`config.mk`:
```
export PLATFORM = sky130hd
export DESIGN_NAME = ext_bus_seq
export DESIGN_NICKNAME = d
export VERILOG_FILES = /design/src/rtl/bsq_pkg.sv /design/src/rtl/bsq_cfg_bank.sv /design/src/rtl/bsq_area_decode.sv /design/src/rtl/bsq_cycle_fsm.sv /design/src/rtl/bsq_pin_decode.sv /design/src/rtl/ext_bus_seq.sv
export SDC_FILE = /design/constraint.sdc
export NUM_CORES = 1
export LEC_CHECK = 0
export ABC_AREA = 1
export BUFFER_PORTS_ARGS = -buffer_cell sky130_fd_sc_hd__buf_4
export CAP_MARGIN = 20
export CORE_UTILIZATION = 48
export CTS_CLUSTER_DIAMETER = 60
export DETAILED_ROUTE_END_ITERATION = 10
export HOLD_SLACK_MARGIN = 0.02
export MAX_ROUTING_LAYER = met4
export PLACE_DENSITY_LB_ADDON = 0.15
export SLEW_MARGIN = 20
export SYNTH_ARGS = -nofsm -noshare
export SYNTH_HDL_FRONTEND = slang
export SYNTH_HIERARCHICAL = 1
export SYNTH_SLANG_ARGS = --single-unit
```
`constraint.sdc`:
```
create_clock -name clk -period 1.63 [get_ports clk]
set_input_delay 0.0815 -clock clk [delete_from_list [all_inputs] [get_ports clk]]
set_output_delay 0.0815 -clock clk [all_outputs]
set_load 0.02 [all_outputs]
```
`src/rtl/bsq_pkg.sv`:
```
package bsq_pkg;

  typedef struct packed {
    logic rd_early;
    logic cs_ext;
    logic wide;
    logic two_state;
  } area_cfg_t;

  typedef enum logic [2:0] {
    ST_IDLE,
    ST_PRE,
    ST_ACC,
    ST_POST,
    ST_DONE
  } seq_st_t;

endpackage

```
`src/rtl/bsq_cfg_bank.sv`:
```
module bsq_cfg_bank
  import bsq_pkg::*;
#(
  parameter int NUM_AREAS = 4,
  localparam int AREA_W = (NUM_AREAS > 1) ? $clog2(NUM_AREAS) : 1
) (
  input  logic              clk,
  input  logic              rst,
  input  logic              wr_en,
  input  logic [AREA_W-1:0] wr_area,
  input  area_cfg_t         wr_cfg,
  input  logic [AREA_W-1:0] rd_area,
  output area_cfg_t         rd_cfg
);

  area_cfg_t cfg_q [NUM_AREAS];

  for (genvar a = 0; a < NUM_AREAS; a++) begin : g_area
    always_ff @(posedge clk) begin
      if (rst) begin
        cfg_q[a] <= '0;
      end else if (wr_en && (wr_area == AREA_W'(a))) begin
        cfg_q[a] <= wr_cfg;
      end
    end
  end

  assign rd_cfg = cfg_q[rd_area];

endmodule

```
`src/rtl/bsq_area_decode.sv`:
```
module bsq_area_decode #(
  parameter int ADDR_W    = 16,
  parameter int NUM_AREAS = 4,
  localparam int AREA_W = (NUM_AREAS > 1) ? $clog2(NUM_AREAS) : 1
) (
  input  logic [ADDR_W-1:0]    addr,
  output logic [AREA_W-1:0]    addr_area,
  input  logic [AREA_W-1:0]    sel_area,
  output logic [NUM_AREAS-1:0] sel_onehot
);

  assign addr_area = addr[ADDR_W-1 -: AREA_W];

  for (genvar a = 0; a < NUM_AREAS; a++) begin : g_sel
    assign sel_onehot[a] = (sel_area == AREA_W'(a));
  end

endmodule

```
`src/rtl/bsq_cycle_fsm.sv`:
```
module bsq_cycle_fsm
  import bsq_pkg::*;
#(
  parameter int ADDR_W = 16,
  parameter int AREA_W = 2
) (
  input  logic              clk,
  input  logic              rst,
  input  logic              req_valid,
  input  logic              req_write,
  input  logic [ADDR_W-1:0] req_addr,
  input  logic [15:0]       req_wdata,
  input  logic [1:0]        req_be,
  input  area_cfg_t         req_cfg,
  input  logic [AREA_W-1:0] req_area,
  input  logic [15:0]       bus_din,
  output logic              ready,
  output seq_st_t           st,
  output logic [2:0]        cnt,
  output area_cfg_t         cfg,
  output logic              wr,
  output logic [AREA_W-1:0] area,
  output logic [ADDR_W-1:0] cyc_addr,
  output logic [15:0]       cyc_dout,
  output logic              sel_hi,
  output logic              sel_lo,
  output logic [15:0]       rdata
);

  seq_st_t           st_q;
  logic [2:0]        cnt_q;
  logic              ready_q;
  area_cfg_t         cfg_q;
  logic              wr_q;
  logic [AREA_W-1:0] area_q;
  logic [ADDR_W-1:0] base_q;
  logic [15:0]       wdata_q;
  logic              hi_q, lo_q, pend_q;
  logic [15:0]       rdata_q;
  logic              take_q, take_hi_q, take_lo_q;

  logic       accept;
  logic [2:0] acc_last;
  logic [1:0] be_eff;

  assign accept   = req_valid && ready_q;
  assign acc_last = cfg_q.two_state ? 3'd3 : 3'd5;
  assign be_eff   = (req_be == 2'b00) ? 2'b11 : req_be;

  always_ff @(posedge clk) begin
    if (rst) begin
      st_q      <= ST_IDLE;
      cnt_q     <= '0;
      ready_q   <= 1'b1;
      cfg_q     <= '0;
      wr_q      <= 1'b0;
      area_q    <= '0;
      base_q    <= '0;
      wdata_q   <= '0;
      hi_q      <= 1'b0;
      lo_q      <= 1'b0;
      pend_q    <= 1'b0;
      rdata_q   <= '0;
      take_q    <= 1'b0;
      take_hi_q <= 1'b0;
      take_lo_q <= 1'b0;
    end else begin
      take_q    <= (st_q == ST_ACC) && (cnt_q == acc_last) && !wr_q;
      take_hi_q <= hi_q;
      take_lo_q <= lo_q;
      ready_q   <= (st_q == ST_IDLE) && !accept;

      if (take_q) begin
        if (cfg_q.wide) begin
          if (take_hi_q) rdata_q[15:8] <= bus_din[15:8];
          if (take_lo_q) rdata_q[7:0]  <= bus_din[7:0];
        end else if (take_lo_q) begin
          rdata_q[7:0]  <= bus_din[15:8];
        end else begin
          rdata_q[15:8] <= bus_din[15:8];
        end
      end

      unique case (st_q)
        ST_IDLE: begin
          if (accept) begin
            cfg_q   <= req_cfg;
            wr_q    <= req_write;
            area_q  <= req_area;
            base_q  <= req_addr;
            wdata_q <= req_wdata;
            rdata_q <= '0;
            cnt_q   <= '0;
            st_q    <= req_cfg.cs_ext ? ST_PRE : ST_ACC;
            if (req_cfg.wide) begin
              hi_q   <= be_eff[1];
              lo_q   <= be_eff[0];
              pend_q <= 1'b0;
            end else begin
              hi_q   <= be_eff[1];
              lo_q   <= !be_eff[1];
              pend_q <= be_eff[1] && be_eff[0];
            end
          end
        end
        ST_PRE: begin
          cnt_q <= cnt_q + 3'd1;
          if (cnt_q == 3'd1) begin
            st_q  <= ST_ACC;
            cnt_q <= '0;
          end
        end
        ST_ACC, ST_POST: begin
          cnt_q <= cnt_q + 3'd1;
          if (st_q == ST_ACC && cnt_q == acc_last && cfg_q.cs_ext) begin
            st_q  <= ST_POST;
            cnt_q <= '0;
          end else if ((st_q == ST_ACC && cnt_q == acc_last) ||
                       (st_q == ST_POST && cnt_q == 3'd1)) begin
            cnt_q <= '0;
            if (pend_q) begin
              pend_q <= 1'b0;
              hi_q   <= 1'b0;
              lo_q   <= 1'b1;
              st_q   <= cfg_q.cs_ext ? ST_PRE : ST_ACC;
            end else begin
              st_q <= ST_DONE;
            end
          end
        end
        ST_DONE: begin
          cnt_q <= cnt_q + 3'd1;
          if (cnt_q == 3'd1) begin
            st_q  <= ST_IDLE;
            cnt_q <= '0;
          end
        end
        default: st_q <= ST_IDLE;
      endcase
    end
  end

  assign ready    = ready_q;
  assign st       = st_q;
  assign cnt      = cnt_q;
  assign cfg      = cfg_q;
  assign wr       = wr_q;
  assign area     = area_q;
  assign sel_hi   = hi_q;
  assign sel_lo   = lo_q;
  assign rdata    = rdata_q;
  assign cyc_addr = cfg_q.wide ? {base_q[ADDR_W-1:1], 1'b0} : {base_q[ADDR_W-1:1], lo_q};
  assign cyc_dout = cfg_q.wide ? wdata_q
                               : {(lo_q ? wdata_q[7:0] : wdata_q[15:8]), 8'h00};

endmodule

```
`src/rtl/bsq_pin_decode.sv`:
```
module bsq_pin_decode
  import bsq_pkg::*;
#(
  parameter int NUM_AREAS = 4
) (
  input  seq_st_t              st,
  input  logic [2:0]           cnt,
  input  area_cfg_t            cfg,
  input  logic                 wr,
  input  logic                 sel_hi,
  input  logic                 sel_lo,
  input  logic [NUM_AREAS-1:0] area_sel,
  output logic [NUM_AREAS-1:0] cs_n,
  output logic                 as_n,
  output logic                 rd_n,
  output logic                 hwr_n,
  output logic                 lwr_n,
  output logic                 dout_en
);

  logic       active;
  logic       win;
  logic [2:0] strb_end;

  always_comb begin
    active   = (st == ST_PRE) || (st == ST_ACC) || (st == ST_POST);
    strb_end = (cfg.two_state ? 3'd4 : 3'd6) - ((cfg.rd_early && !wr) ? 3'd1 : 3'd0);
    win      = (st == ST_ACC) && (cnt >= 3'd2) && (cnt < strb_end);
    cs_n     = active ? ~area_sel : '1;
    as_n     = !active;
    rd_n     = !(win && !wr);
    hwr_n    = !(win && wr && (cfg.wide ? sel_hi : 1'b1));
    lwr_n    = !(win && wr && cfg.wide && sel_lo);
    dout_en  = active && wr;
  end

endmodule

```
`src/rtl/ext_bus_seq.sv`:
```
module ext_bus_seq
  import bsq_pkg::*;
#(
  parameter int ADDR_W    = 16,
  parameter int NUM_AREAS = 4,
  localparam int AREA_W = (NUM_AREAS > 1) ? $clog2(NUM_AREAS) : 1
) (
  input  logic                 clk,
  input  logic                 rst,
  input  logic                 cfg_we,
  input  logic [AREA_W-1:0]    cfg_area,
  input  logic [3:0]           cfg_wdata,
  input  logic                 req_valid,
  output logic                 req_ready,
  input  logic                 req_write,
  input  logic [ADDR_W-1:0]    req_addr,
  input  logic [15:0]          req_wdata,
  input  logic [1:0]           req_be,
  output logic                 rsp_done,
  output logic [15:0]          rsp_rdata,
  output logic [ADDR_W-1:0]    bus_addr,
  output logic [NUM_AREAS-1:0] bus_cs_n,
  output logic                 bus_as_n,
  output logic                 bus_rd_n,
  output logic                 bus_hwr_n,
  output logic                 bus_lwr_n,
  output logic [15:0]          bus_dout,
  output logic                 bus_dout_en,
  input  logic [15:0]          bus_din
);

  logic [AREA_W-1:0]    req_area, cur_area;
  logic [NUM_AREAS-1:0] area_sel;
  area_cfg_t            req_cfg, cur_cfg;
  seq_st_t              st;
  logic [2:0]           cnt;
  logic                 wr, sel_hi, sel_lo;
  logic [ADDR_W-1:0]    cyc_addr;
  logic [15:0]          cyc_dout;

  logic [NUM_AREAS-1:0] cs_n_d;
  logic                 as_n_d, rd_n_d, hwr_n_d, lwr_n_d, dout_en_d;

  bsq_cfg_bank #(.NUM_AREAS(NUM_AREAS)) u_cfg (
    .clk     (clk),
    .rst     (rst),
    .wr_en   (cfg_we),
    .wr_area (cfg_area),
    .wr_cfg  (area_cfg_t'(cfg_wdata)),
    .rd_area (req_area),
    .rd_cfg  (req_cfg)
  );

  bsq_area_decode #(.ADDR_W(ADDR_W), .NUM_AREAS(NUM_AREAS)) u_dec (
    .addr       (req_addr),
    .addr_area  (req_area),
    .sel_area   (cur_area),
    .sel_onehot (area_sel)
  );

  bsq_cycle_fsm #(.ADDR_W(ADDR_W), .AREA_W(AREA_W)) u_fsm (
    .clk       (clk),
    .rst       (rst),
    .req_valid (req_valid),
    .req_write (req_write),
    .req_addr  (req_addr),
    .req_wdata (req_wdata),
    .req_be    (req_be),
    .req_cfg   (req_cfg),
    .req_area  (req_area),
    .bus_din   (bus_din),
    .ready     (req_ready),
    .st        (st),
    .cnt       (cnt),
    .cfg       (cur_cfg),
    .wr        (wr),
    .area      (cur_area),
    .cyc_addr  (cyc_addr),
    .cyc_dout  (cyc_dout),
    .sel_hi    (sel_hi),
    .sel_lo    (sel_lo),
    .rdata     (rsp_rdata)
  );

  bsq_pin_decode #(.NUM_AREAS(NUM_AREAS)) u_pins (
    .st       (st),
    .cnt      (cnt),
    .cfg      (cur_cfg),
    .wr       (wr),
    .sel_hi   (sel_hi),
    .sel_lo   (sel_lo),
    .area_sel (area_sel),
    .cs_n     (cs_n_d),
    .as_n     (as_n_d),
    .rd_n     (rd_n_d),
    .hwr_n    (hwr_n_d),
    .lwr_n    (lwr_n_d),
    .dout_en  (dout_en_d)
  );

  always_ff @(posedge clk) begin
    if (rst) begin
      bus_cs_n    <= '1;
      bus_as_n    <= 1'b1;
      bus_rd_n    <= 1'b1;
      bus_hwr_n   <= 1'b1;
      bus_lwr_n   <= 1'b1;
      bus_dout_en <= 1'b0;
      bus_addr    <= '0;
      bus_dout    <= '0;
      rsp_done    <= 1'b0;
    end else begin
      bus_cs_n    <= cs_n_d;
      bus_as_n    <= as_n_d;
      bus_rd_n    <= rd_n_d;
      bus_hwr_n   <= hwr_n_d;
      bus_lwr_n   <= lwr_n_d;
      bus_dout_en <= dout_en_d;
      bus_addr    <= cyc_addr;
      bus_dout    <= cyc_dout;
      rsp_done    <= (st == ST_DONE);
    end
  end

endmodule

```
* Yosys cells after proc, flatten, opt, wreduce, memory -nomap -nowiden
Memories as Yosys holds them, arrays and structs flattened. Cells that the tools add are included.
Cells by class: add/subtract/negate cells 2, magnitude comparators 2, equal/unequal tests 19, muxes and demuxes 63, bitwise gates (word level) 7, reductions and logical operators 46
Operators by type and width (number):
- $mux W16 | 5
- $mux W8 | 5
- $mux W3 | 11
- $mux W1 | 29
- $logic_and A1 B1 Y1 | 20
- $mux W4 | 4
- $pmux W3 S4 | 1
- $ne A2 B1 Y1 const B | 5
- $reduce_or A2 Y1 | 5
- $pmux W3 S3 | 1
- $eq A2 B2 Y1 const B | 4
- $mux W2 | 4
- $reduce_and A4 Y1 | 2
- $logic_not A1 Y1 | 7
- $eq A3 B1 Y1 const B | 2
- $eq A3 B2 Y1 const B | 2
- $logic_not A2 Y1 | 3
- $pmux W1 S2 | 3
- $reduce_and A5 Y1 | 1
- $eq A2 B1 Y1 const B | 2
- $not A4 Y4 | 1
- $or A1 B1 Y1 | 4
- $reduce_and A2 Y1 | 2
- $add A3 B1 Y3 const B | 1
- other kinds (12) | 15
Word-level totals: register bits 110, bits in writable memories 16, input port bits 61, logic and storage cells 169, memories kept 1
Memory list:
- u_cfg.cfg_q | depth 4, width 4, read ports 1, clocked after Yosys merged registers in 0, write ports 4, line bsq_cfg_bank.sv:16 | area_cfg_t cfg_q [NUM_AREAS];

* Logic depth before layout (Yosys ltp)
Gate-level depths: netlist (run 1).
depth in word-level cells 10, gate-level depth with buffers 14, gate-level depth less buffers 12

* Hierarchy
The synthesis (run 1) kept the hierarchy.
By module, submodules not included:
- bsq_cycle_fsm | times used 1, cells an instance 408, area each 2909.0 µm²
- ext_bus_seq | times used 1, cells an instance 126, area each 1181.1 µm²
- bsq_cfg_bank | times used 1, cells an instance 98, area each 818.3 µm²
- bsq_pin_decode | times used 1, cells an instance 33, area each 163.9 µm²
- bsq_area_decode | times used 1, cells an instance 9, area each 41.3 µm²

* Worst setup path after synthesis (run 1)
No wires, ideal clock.
path type flip-flop to flip-flop, start point register u_fsm.wr_q, in the netlist u_fsm/wr, end point register bus_hwr_n, setup time 0.123 ns, arrival time 1.480 ns, setup slack 0.027 ns, cell stages (with the launch flop) 9, clock period less this slack 1.603 ns, path through dfxtp_1 nor2_1 ha_1 ha_1 nand2_1 o21ai_0 nor2_2 nand4_1 or2_2
On the way: cells in the longest elaborated chain, start to end 9
Ends and longest elaborated chain:
- from (decl) | line bsq_cycle_fsm.sv:34 | logic wr_q;
- from (signal assigned) | line bsq_cycle_fsm.sv:88 | wr_q <= req_write;
- $logic_not A1 Y1 | line bsq_pin_decode.sv:27 | strb_end = (cfg.two_state ? 3'd4 : 3'd6) - ((cfg.rd_early && !wr) ? 3'd1 : 3'd0);
- $logic_and A1 B1 Y1 | line bsq_pin_decode.sv:27
- $mux W1 | line bsq_pin_decode.sv:27
- $sub A3 B3 Y3 | line bsq_pin_decode.sv:27
- $lt A3 B3 Y1 | line bsq_pin_decode.sv:28 | win = (st == ST_ACC) && (cnt >= 3'd2) && (cnt < strb_end);
- $logic_and A1 B1 Y1 | line bsq_pin_decode.sv:28
- $logic_and A1 B1 Y1 (*) (2 in series) | line bsq_pin_decode.sv:32 | hwr_n = !(win && wr && (cfg.wide ? sel_hi : 1'b1));
- $logic_not A1 Y1 (*) | line bsq_pin_decode.sv:32
- named net hwr_n_d | line ext_bus_seq.sv:42 | logic as_n_d, rd_n_d, hwr_n_d, lwr_n_d, dout_en_d;
- to (signal assigned) | line ext_bus_seq.sv:116 | bus_hwr_n <= hwr_n_d;
- to (decl) | line ext_bus_seq.sv:25 | output logic bus_hwr_n,
The timed path passes the listed nets; every way through them passes the cells marked *. A chain may end at the register's enable or synchronous reset.

* Final worst setup path (run 1)
start point register u_fsm.cfg_q (netlist bit u_fsm/cfg[3]), end point register bus_lwr_n
On the way: cells in the longest elaborated chain, start to end 9
Ends and longest elaborated chain:
- from (decl) | line bsq_cycle_fsm.sv:33 | area_cfg_t cfg_q;
- from (signal assigned) | line bsq_cycle_fsm.sv:87 | cfg_q <= req_cfg;
- $logic_and A1 B1 Y1 | line bsq_pin_decode.sv:27
- $mux W1 | line bsq_pin_decode.sv:27
- $sub A3 B3 Y3 | line bsq_pin_decode.sv:27
- $lt A3 B3 Y1 | line bsq_pin_decode.sv:28
- $logic_and A1 B1 Y1 | line bsq_pin_decode.sv:28
- $logic_and A1 B1 Y1 (3 in series) | line bsq_pin_decode.sv:33 | lwr_n = !(win && wr && cfg.wide && sel_lo);
- $logic_not A1 Y1 | line bsq_pin_decode.sv:33
- named net lwr_n_d | line ext_bus_seq.sv:42
- to (signal assigned) | line ext_bus_seq.sv:117 | bus_lwr_n <= lwr_n_d;
- to (decl) | line ext_bus_seq.sv:26 | output logic bus_lwr_n,
The timed path passes the listed nets, and every way through them passes these cells.

==> results of run 1 <==
how the worst max path moves through the flow:
stage | end | cells past startpoint | from
CTS | bus_hwr_n | 9 | u_fsm/cfg[3]
global route | bus_lwr_n | 9 | u_fsm/cfg[3]
floorplan | bus_hwr_n | 8 | u_fsm/wr
global placement | bus_lwr_n | 9 | u_fsm/cfg[3]
finish | bus_lwr_n | 9 | u_fsm/cfg[3]
detailed placement | bus_lwr_n | 9 | u_fsm/cfg[3]
cell type report:
class	instances	area share
Timing Repair Buffer	195	0.221
Clock inverter	11	0.0173
Inverter	118	0.0601
Clock buffer	21	0.0631
Sequential cell	125	0.358
Tap cell	136	0.0228
Multi-Input combinational cell	406	0.258
cells by family after synthesis:
family | Yosys count | share of synthesized area
compound gates | 86 | 0.0932
xor+xnor | 1 | 0.00171
fa+ha+maj | 7 | 0.0171
buf+inv | 143 | 0.115
flops | 125 | 0.521
simple gates | 312 | 0.252
registers in the layout, summed over array words and instances, names as in the netlist, 2 cells and up:
signal	count
bus_dout	16
u_fsm/rdata	16
bus_cs_n	4
u_fsm/cfg	4
u_cfg/cfg_q	16
bus_addr	16
u_fsm/area	2
u_fsm/base_q	15
u_fsm/wdata_q	16
u_fsm/st	3
u_fsm/cnt	3
stage by stage:
stage / power [mW] / hold slack [ps] / instance area [µm²] / cells / setup TNS, ps
final: 11.0 / 143 / 7460 / 1012 / 0
after global routing: 11.7 / 157 / 7460 / 1012 / -0.455
after CTS: 11.0 / 103 / 7370 / 1010 / 0
after detailed placement: 7.04 / 311 / 6140 / 917 / -108
after global placement: 6.97 / 304 / 6140 / 917 / 0
after floorplan: 6.12 / 188 / 5110 / 674 / 0
repair_timing:
| item | CTS | global route |
|---|---|---|
| endpoints found under the setup margin | 2 | 20 |
| gates resized for setup | 6 | 14 |
| hold endpoints to repair | 111 | 0 |
| pin swaps | 2 | 8 |
| setup buffers | 1 | 1 |
| gates cloned | 0 | 1 |
| hold buffers | 60 | 0 |
worst min-delay path, stage by stage:
cell and delay, ps:
buf_4 80, ha_1 170, nand2_1 60, o211ai_1 70, nor2_1 50, nor2_1 100
report_power, final:
| group | switching (mW) | internal, mW | total [mW] | leakage (nW) |
|---|---|---|---|---|
| logic | 2.00 | 1.24 | 3.24 | 2.15 |
| registers | 0.335 | 3.72 | 4.05 | 1.05 |
| clock network | 1.36 | 2.36 | 3.72 | 0.290 |
cell usage in the layout (no fill, tap or decap), types with 2 or more instances in the layout:
master,netlist,routed
nor2_1,166,164
buf_4,5,133
inv_1,113,112
dfxtp_1,109,106
nand2_1,86,84
dlygate4sd3_1,0,60
o21ai_0,45,42
a21oi_1,25,25
nand3_1,23,22
clkbuf_16,0,18
edfxtp_1,16,16
nor3_1,13,13
nor2_2,5,7
o21ai_1,5,7
a211oi_1,7,7
or2_1,6,6
nand4_1,5,5
inv_2,3,4
nand2_2,2,4
ha_1,7,4
clkbuf_8,0,3
inv_6,0,3
dfxtp_2,0,3
ha_4,0,3
or2_4,0,2
bufinv_16,0,2
clkinv_4,0,2
clkinvlp_4,0,2
clkinv_2,0,2
inv_4,2,2
routing by layer:
layer	wire [µm]	track usage
met5	0	-
met4	213	0.101
met3	748	0.0637
met2	6540	0.423
met1	5220	0.256
==> metrics.txt, run 1 <==
Reg2Reg Depth=9; number of diodes=0; Final Hold Fails=0; max cap viols=0; syn nets=approximately 740; crit path max fanout=3; CTS tree=yes; Routed Antenna Nets=0; post-DR wirelength/cell=12.6 µm; Peak Freq=637 MHz; gr ovfl total=0; Clock Sinks=125; Reg2Reg Capture Point=bus_lwr_n; Storage cell area=0.00267 mm²; RePlAce Congestion=0.901; Worst EP arrival=approximately 2000 ps; row cnt=37; Final Critical Period=1570 ps; Synth area leader=dfxtp_1; top-count cell post-synth=nor2_1; worst path bufs/invs=1; # IOs=120; number of fill cells=759; synthesized area=0.00511 mm²; I/O Buffers=118; multi-input logic area=0.00192 mm²; CTS buffer count=17; CTS Root Buffer Type=clkbuf_8; vias post-DR=approximately 4800; power density over the cells=1480 mW/mm²; clk_lat worst skew=520 ps; fraction of registers with async set/reset=0; Final Net Count=931; Synth top cells by count=nor2_1, inv_1, dfxtp_1; largest net degree at the start of global routing=56; P&R area growth vs syn=45.8%; Syn Inst Count=674; Clock Pin Slew Worst Setup and Hold Paths=about 60 ps; Post-synth EDFFs=16; Max VDD drop=just under 0.8 mV; worst rel slew slack=0.606; Setup crit end kind=register; ys flop type=dfxtp_1; worst hold path type=in2reg; initial antenna violation count=0; Pleak=between 3 and 4 nW; worst path cell trace=inv_2 > nor2_2 > ha_4 > ha_4 > nand2_2 > o21ai_2 > nor2_2 > nand4_1 > or2_4; critical path startpoint category=register; slowest cell on the critical path=dfxtp_2; Pre-antenna DRT Iters=5; worst r2r src=u_fsm/cfg[3]; Chip Width=around 110 µm; fin util=0.722; Worst path top cell family by delay=simple AND/OR/NAND/NOR gates; # DRC=0; Hold EP=u_fsm/sel_lo; total track usage=0.241; Max Clock Skew=5.44 ps; period utilization=0.964; Final setup viols=0; hpwl dp=around 7600 µm; yosys warns=6; Yosys reg bits=about 130; WP data required=2030 ps; Initial Utilization=0.495; layout cells sized above 1=0.226; synth top area cells=dfxtp_1, nor2_1, edfxtp_1; Yosys cell types=31; CTS HTree Levels=4; final worst setup slack=59.1 ps; WL final=12700 µm; max incr delay on CP=340 ps; die height=105 µm; Reg2Reg Setup Slack=60 ps; first-pass GRT wire length=20200 µm; Yosys top cell area share=0.427; WS Path Type=reg2reg; min-delay src=req_be[0]; DRT iter0 DRCs=280; Post-Synthesis Mean Instance Area=around 7.6 µm²; vias per cell=roughly 4.8; sequential share of the synthesized area=0.521; vias in the first global route=4545; worst-margin pin slew=590 ps; status=finished, final reports clean; hold depth=6; core area=0.0103 mm²; dpl ws=-62.9 ps; Final Max Slew Viols=0; DIE AREA=0.0111 mm²; clock buffer depth=2
Note: power is estimated with default switching activity, not from simulation.
==> run 2, diff against run 1 <==
--- a/config.mk
+++ b/config.mk
@@ -6,6 +6,7 @@
 export NUM_CORES = 1
 export LEC_CHECK = 0
 export ABC_AREA = 1
+export ABC_CLOCK_PERIOD_IN_PS = 1630
 export BUFFER_PORTS_ARGS = -buffer_cell sky130_fd_sc_hd__buf_4
 export CAP_MARGIN = 20
 export CORE_UTILIZATION = 48
@@ -14,6 +15,7 @@
 export HOLD_SLACK_MARGIN = 0.02
 export MAX_ROUTING_LAYER = met4
 export PLACE_DENSITY_LB_ADDON = 0.15
+export REMOVE_ABC_BUFFERS = 1
 export SLEW_MARGIN = 20
 export SYNTH_ARGS = -nofsm -noshare
 export SYNTH_HDL_FRONTEND = slang
==> constraint.sdc (replaced) <==
create_clock -name clk -period 1.63 [get_ports clk]
set_input_delay 0.326 -clock clk [delete_from_list [all_inputs] [get_ports clk]]
set_output_delay 0.326 -clock clk [all_outputs]
set_load 0.02 [all_outputs]
==> run 2 against run 1 <==
  * Setup slack worse by 31 ps
  * Critical path depth unchanged
  * Non-clock buffer count shrank 58
  * Wire length fell by 11%
  * Maximum frequency down 1.9%
  * Clock skew is 3.7 ps higher
  * First-iteration DRC count shrank 16%
  * Register-to-register slack got worse by 30 ps
  * Flip-flop and latch count did not move
  * Clock-buffer cell count is 1 lower
  * Final area is 8.7% lower
  * Hold slack lost 100 ps
==> metrics.txt, run 2 (synthesis results as in run 1) <==
number of diodes=0 (unchanged); postcts setup bufs=0 (-1); crit path max fanout=3 (unchanged); vias in the first global route=4198 (-7.6%); CTS Root Buffer Type=clkbuf_8; slowest cell on the critical path=dfxtp_2; placed instance area=0.00615 mm² (about the same); first-pass GRT wire length=18500 µm (-8.5%); worst path cell trace=inv_2 > nor2_4 > ha_4 > ha_4 > nand2_1 > o21ai_1 > nor2_2 > nand4_1 > or2_4; vias post-DR=4566 (-5.8%); post-DR wirelength/cell=11.8 µm (-6.0%); Max Clock Skew=9.15 ps (+3.71 ps); # IOs=120 (unchanged); Final Critical Period=1600 ps (+31.0 ps); P&R area growth vs syn=33.2%; aggregate negative setup slack=0 ps (unchanged); max incr delay on CP=330 ps (about the same); row cnt=37 (unchanged); I/O Buffers=118 (unchanged); core area=0.0103 mm² (unchanged); Routed Antenna Nets=0 (unchanged); DIE AREA=0.0111 mm² (unchanged); largest net degree at the start of global routing=31 (-45%); CTS HTree Levels=4 (unchanged); Clock Pin Slew Worst Setup and Hold Paths=60 ps (about the same); Chip Width=105 µm (unchanged); clock buffer depth=2 (unchanged); initial antenna violation count=0 (unchanged); clk_lat worst skew=510 ps (about the same); total track usage=0.218 (-0.0232); RePlAce Congestion=0.885 (-1.8%); status=finished, final reports clean; Worst path top cell family by delay=simple AND/OR/NAND/NOR gates; vias per cell=4.79 (about the same); commonest non-fill, non-tap cell in the layout=nor2_1; Final Net Count=873 (-6.2%); fin util=0.660 (-0.0627); DRT iter0 DRCs=236 (-16%); CTS buffer count=17 (unchanged); Final setup viols=0 (unchanged); CP most frequent cell=ha_4; max cap viols=0 (unchanged); worst rel slew slack=0.612 (+0.00614); period utilization=0.983 (+0.0190); worst-margin pin slew=576 ps (-14.7 ps); layout cells sized above 1=0.240 (+0.0139); die height=105 µm (unchanged); Worst EP arrival=2000 ps (+30 ps); worst path bufs/invs=1 (unchanged); Clock Sinks=125 (unchanged); power density over the cells=1570 mW/mm² (+6.1%); Max VDD drop=0.729 mV (-8.2%); Design Power=10.7 mW (-3.1%); Pre-antenna DRT Iters=4 (-1); gr ovfl total=0 (unchanged); most frequent cells in the layout=nor2_1, buf_4, inv_1; Peak Freq=624 MHz (-1.9%); WS Path Type=reg2reg; RSZ-0062 raised after global routing=true; WP data required=2030 ps (about the same); WL final=11300 µm (-11%); critical path startpoint category=register; CTS tree=yes; worst hold path type=in2reg; Pleak=3.22 nW (-7.8%); # DRC=0 (unchanged); Setup crit end kind=register; Final Max Slew Viols=0 (unchanged); hpwl dp=7760 µm (+2.1%); Final Hold Fails=0 (unchanged); Initial Utilization=0.495 (unchanged); final instance area=0.00681 mm² (-8.7%)
run 2: worst reg2reg max path: stages (launching register included):
cell and delay [ps]:
dfxtp_2 330, inv_2 40, nor2_4 120, ha_4 220, ha_4 140, nand2_1 40
o21ai_1 80, nor2_2 170, nand4_1 120, or2_4 230
run 2: what timing repair did:
| action | CTS | global route |
|---|---|---|
| setup endpoints to repair | 2 | 31 |
| hold buffers | 3 | 0 |
| resized for setup | 1 | 17 |
| pin swaps | 1 | 8 |
| endpoints found under the hold margin | 3 | 0 |
run 2: layout make-up:
cell class,count,area (µm²)
flip-flops and latches,125,2670
clock buffers,20,467
fillers,883,3510
inverters,118,448
clock inverters,11,105
well taps,136,170
multi-input cells,406,1920
repair buffers,137,1040
run 2: final timing paths:
| kind | start | slack, ps | to | cells past startpoint |
|---|---|---|---|---|
| hold reg to reg | u_fsm/base_q[9] | 420 | bus_addr[9] | 2 |
| hold / removal | req_wdata[6] | 40 | u_fsm/wdata_q[6] | 3 |
| setup reg to reg | u_fsm/cfg[3] | 30 | bus_hwr_n | 9 |
| setup / recovery | u_fsm/cfg[3] | 30 | bus_hwr_n | 9 |
run 2: power breakdown:
| part | switching (mW) | internal (mW) | total (mW) | leakage, nW |
|---|---|---|---|---|
| Combinational | 1.93 | 1.13 | 3.06 | 1.88 |
| Clock | 1.36 | 2.20 | 3.56 | 0.283 |
| Sequential | 0.329 | 3.72 | 4.05 | 1.05 |
| Total | 3.63 | 7.05 | 10.7 | 3.22 |
run 2: metal layers:
metal / part of all wire / vias up / GRT usage
li1: - / 2331 / -
met1: 0.43 / 2076 / 0.238
met4: 0.018 / 0 / 0.108
met3: 0.045 / 21 / 0.0464
met2: 0.50 / 138 / 0.375
met5: 0 / - / -
run 2: per-stage QoR:
step	setup slack [ps]	std cells	hold WS (ps)
floorplan	26.8	649	395
global placement	35.1	919	408
detailed placement	-23.2	919	410
CTS	8.05	953	20.1
global route	-33.2	953	23.7
finish	28.1	953	39.2
==> run 3, diff against run 2 <==
--- a/config.mk
+++ b/config.mk
@@ -6,10 +6,10 @@
 export NUM_CORES = 1
 export LEC_CHECK = 0
 export ABC_AREA = 1
-export ABC_CLOCK_PERIOD_IN_PS = 1630
+export ABC_CLOCK_PERIOD_IN_PS = 1760
 export BUFFER_PORTS_ARGS = -buffer_cell sky130_fd_sc_hd__buf_4
 export CAP_MARGIN = 20
-export CORE_UTILIZATION = 48
+export CORE_UTILIZATION = 51
 export CTS_CLUSTER_DIAMETER = 60
 export DETAILED_ROUTE_END_ITERATION = 10
 export HOLD_SLACK_MARGIN = 0.02
==> constraint.sdc (replaced) <==
create_clock -name clk -period 1.76 [get_ports clk]
set_input_delay 0.352 -clock clk [delete_from_list [all_inputs] [get_ports clk]]
set_output_delay 0.352 -clock clk [all_outputs]
set_load 0.02 [all_outputs]
==> run 3 against run 2 <==
  * Final area decreased by 1.2%
  * Core utilization grew 3.2 points
  * Sequential power down 7.9%
  * Via count fell by 1.0%
  * Hold slack improved by 19 ps
  * Sequential share of layout area rose by 0.41 points
  * Setup slack better by 67 ps
  * Final cell count fell by 1.5%
  * Critical path depth did not move
  * Register-to-register slack improved by 70 ps
  * Critical path type unchanged
  * Critical endpoint unchanged
  * Largest cell class unchanged
  * Largest power group unchanged
==> metrics.txt, run 3 (synthesis results as in run 1) <==
CTS HTree Levels=4 (unchanged); die height=102 µm (-2.9%); Finished Layout Cells=939 (-1.5%); status=finished, final reports clean; worst path cell trace=inv_1 > nor2_2 > ha_2 > ha_1 > nand2_1 > inv_1 > nand2_2 > nand4_1 > or2_2; WP data required=2160 ps (+130 ps); WL final=11300 µm (+0.56%); DIE AREA=0.0104 mm² (-5.8%); Storage cell area=0.00267 mm² (-0.14%); Chip Width=102 µm (-2.9%); multi-input logic area=0.00187 mm² (-2.5%); CTS Root Buffer Type=clkbuf_8; max incr delay on CP=330 ps (about the same); CTS buffer count=17 (unchanged); initial antenna violation count=0 (unchanged); number of fill cells=775 (-12%); vias post-DR=4520 (-1.0%); Pleak=3.19 nW (-0.79%); worst rel slew slack=0.640 (+0.0283); DRT iter0 DRCs=229 (-3.0%); WS Path Type=reg2reg; largest net degree at the start of global routing=38 (+23%); RSZ-0062 raised after global routing=false; worst-margin pin slew=534 ps (-42.0 ps); vias in the first global route=4210 (+0.29%); CP most frequent cell=inv_1; commonest non-fill, non-tap cell in the layout=nor2_1; Final setup viols=0 (unchanged); I/O Buffers=118 (unchanged); Clock Sinks=125 (unchanged); worst hold path type=in2reg; Cells after DPL=907 (-1.3%); Worst EP arrival=2060 ps (+60 ps); clock buffer depth=2 (unchanged); dpl ws=29.0 ps (+52.2 ps); max cap viols=0 (unchanged); vias per cell=4.81 (+0.47%); Reg2Reg Depth=9 (unchanged); Design Power=10.1 mW (-5.0%); CTS tree=yes; total track usage=0.236 (+0.0180); fin util=0.692 (+0.0321); post-DR wirelength/cell=12.1 µm (+2.1%); placed instance area=0.00609 mm² (-0.96%); power density over the cells=1510 mW/mm² (-3.9%); WHS=57.7 ps (+18.5 ps); Pre-antenna DRT Iters=6 (+2); critical path startpoint category=register; period utilization=0.946 (-0.0368); Peak Freq=601 MHz (-3.8%); final worst setup slack=95.2 ps (+67.1 ps); Setup crit end kind=register; Final Net Count=862 (-1.3%); # DRC=0 (unchanged); RePlAce Congestion=1.01 (+14%); Max Clock Skew=7.22 ps (-1.93 ps); crit path max fanout=3 (unchanged); first-pass GRT wire length=18400 µm (-0.78%); # IOs=120 (unchanged); most frequent cells in the layout=nor2_1, buf_4, inv_1; row cnt=36 (-2.7%); gr ovfl total=0 (unchanged); Final Hold Fails=0 (unchanged); aggregate negative setup slack=0 ps (unchanged); Max VDD drop=0.806 mV (+11%); Final Critical Period=1660 ps (+62.9 ps); clk_lat worst skew=520 ps (about the same); slowest cell on the critical path=dfxtp_2; Final Max Slew Viols=0 (unchanged); number of diodes=0 (unchanged); hold_buf cts=0 (-3); Clock Pin Slew Worst Setup and Hold Paths=60 ps (about the same); Routed Antenna Nets=0 (unchanged); P&R area growth vs syn=31.6%; hpwl dp=7580 µm (-2.3%); final instance area=0.00673 mm² (-1.2%); core area=0.00973 mm² (-5.8%); hold depth=3 (unchanged); Initial Utilization=0.526 (+0.0303); layout cells sized above 1=0.225 (-0.0153)
-- run 3: cell types whose count changed in the layout (fill, tap and decap cells not counted), sizes merged --
cell / change
dlygate4sd3: -3
inv: +3
clkinv: -3
bufinv: +3
clkbuf: -3
buf: -8
-- run 3: path summary, 6_finish.rpt --
check                   start               end  slack [ps]
max              u_fsm/cfg[3]         bus_hwr_n         100
min reg2reg  u_fsm/base_q[10]      bus_addr[10]         410
min              req_addr[12]  u_fsm/base_q[12]          60
max reg2reg      u_fsm/cfg[3]         bus_hwr_n         100
-- run 3: report_power, final --
group          internal [mW]  total, mW  switching [mW]
Combinational          0.959       2.74            1.78
Clock                   2.33       3.66            1.33
Sequential              3.44       3.73           0.294
Total                   6.73       10.1            3.41
-- run 3: what timing repair did --
| action | 4_1_cts | 5_1_grt |
|---|---|---|
| hold endpoints to repair | 0 | 0 |
| pin swaps | 0 | 1 |
| buffers inserted | 0 | 0 |
| gates resized for setup | 1 | 7 |
| endpoints found under the setup margin | 2 | 10 |
-- run 3: final cells by class --
| type | count | share of cell area |
|---|---|---|
| clock buffer | 17 | 0.0615 |
| timing repair buffer | 126 | 0.142 |
| sequential | 125 | 0.396 |
| clock inverter | 14 | 0.0305 |
| tap | 133 | 0.0247 |
| inverter | 118 | 0.0673 |
| multi-input combinational | 406 | 0.278 |
-- run 3: per-layer routing --
metal	track usage	vias up	share of wire
met5	-	-	0
met4	0.102	0	0.020
met3	0.0561	27	0.053
met2	0.404	135	0.50
met1	0.261	2048	0.43
li1	-	2310	-
-- run 3: worst max-delay path, delay by kind of cell (launching register included) --
kind	cells	cell delay (ps)
buffers and inverters	2	90
flip-flops	1	330
adder cells (fa/ha/maj)	2	550
AND/OR/NAND/NOR	5	580
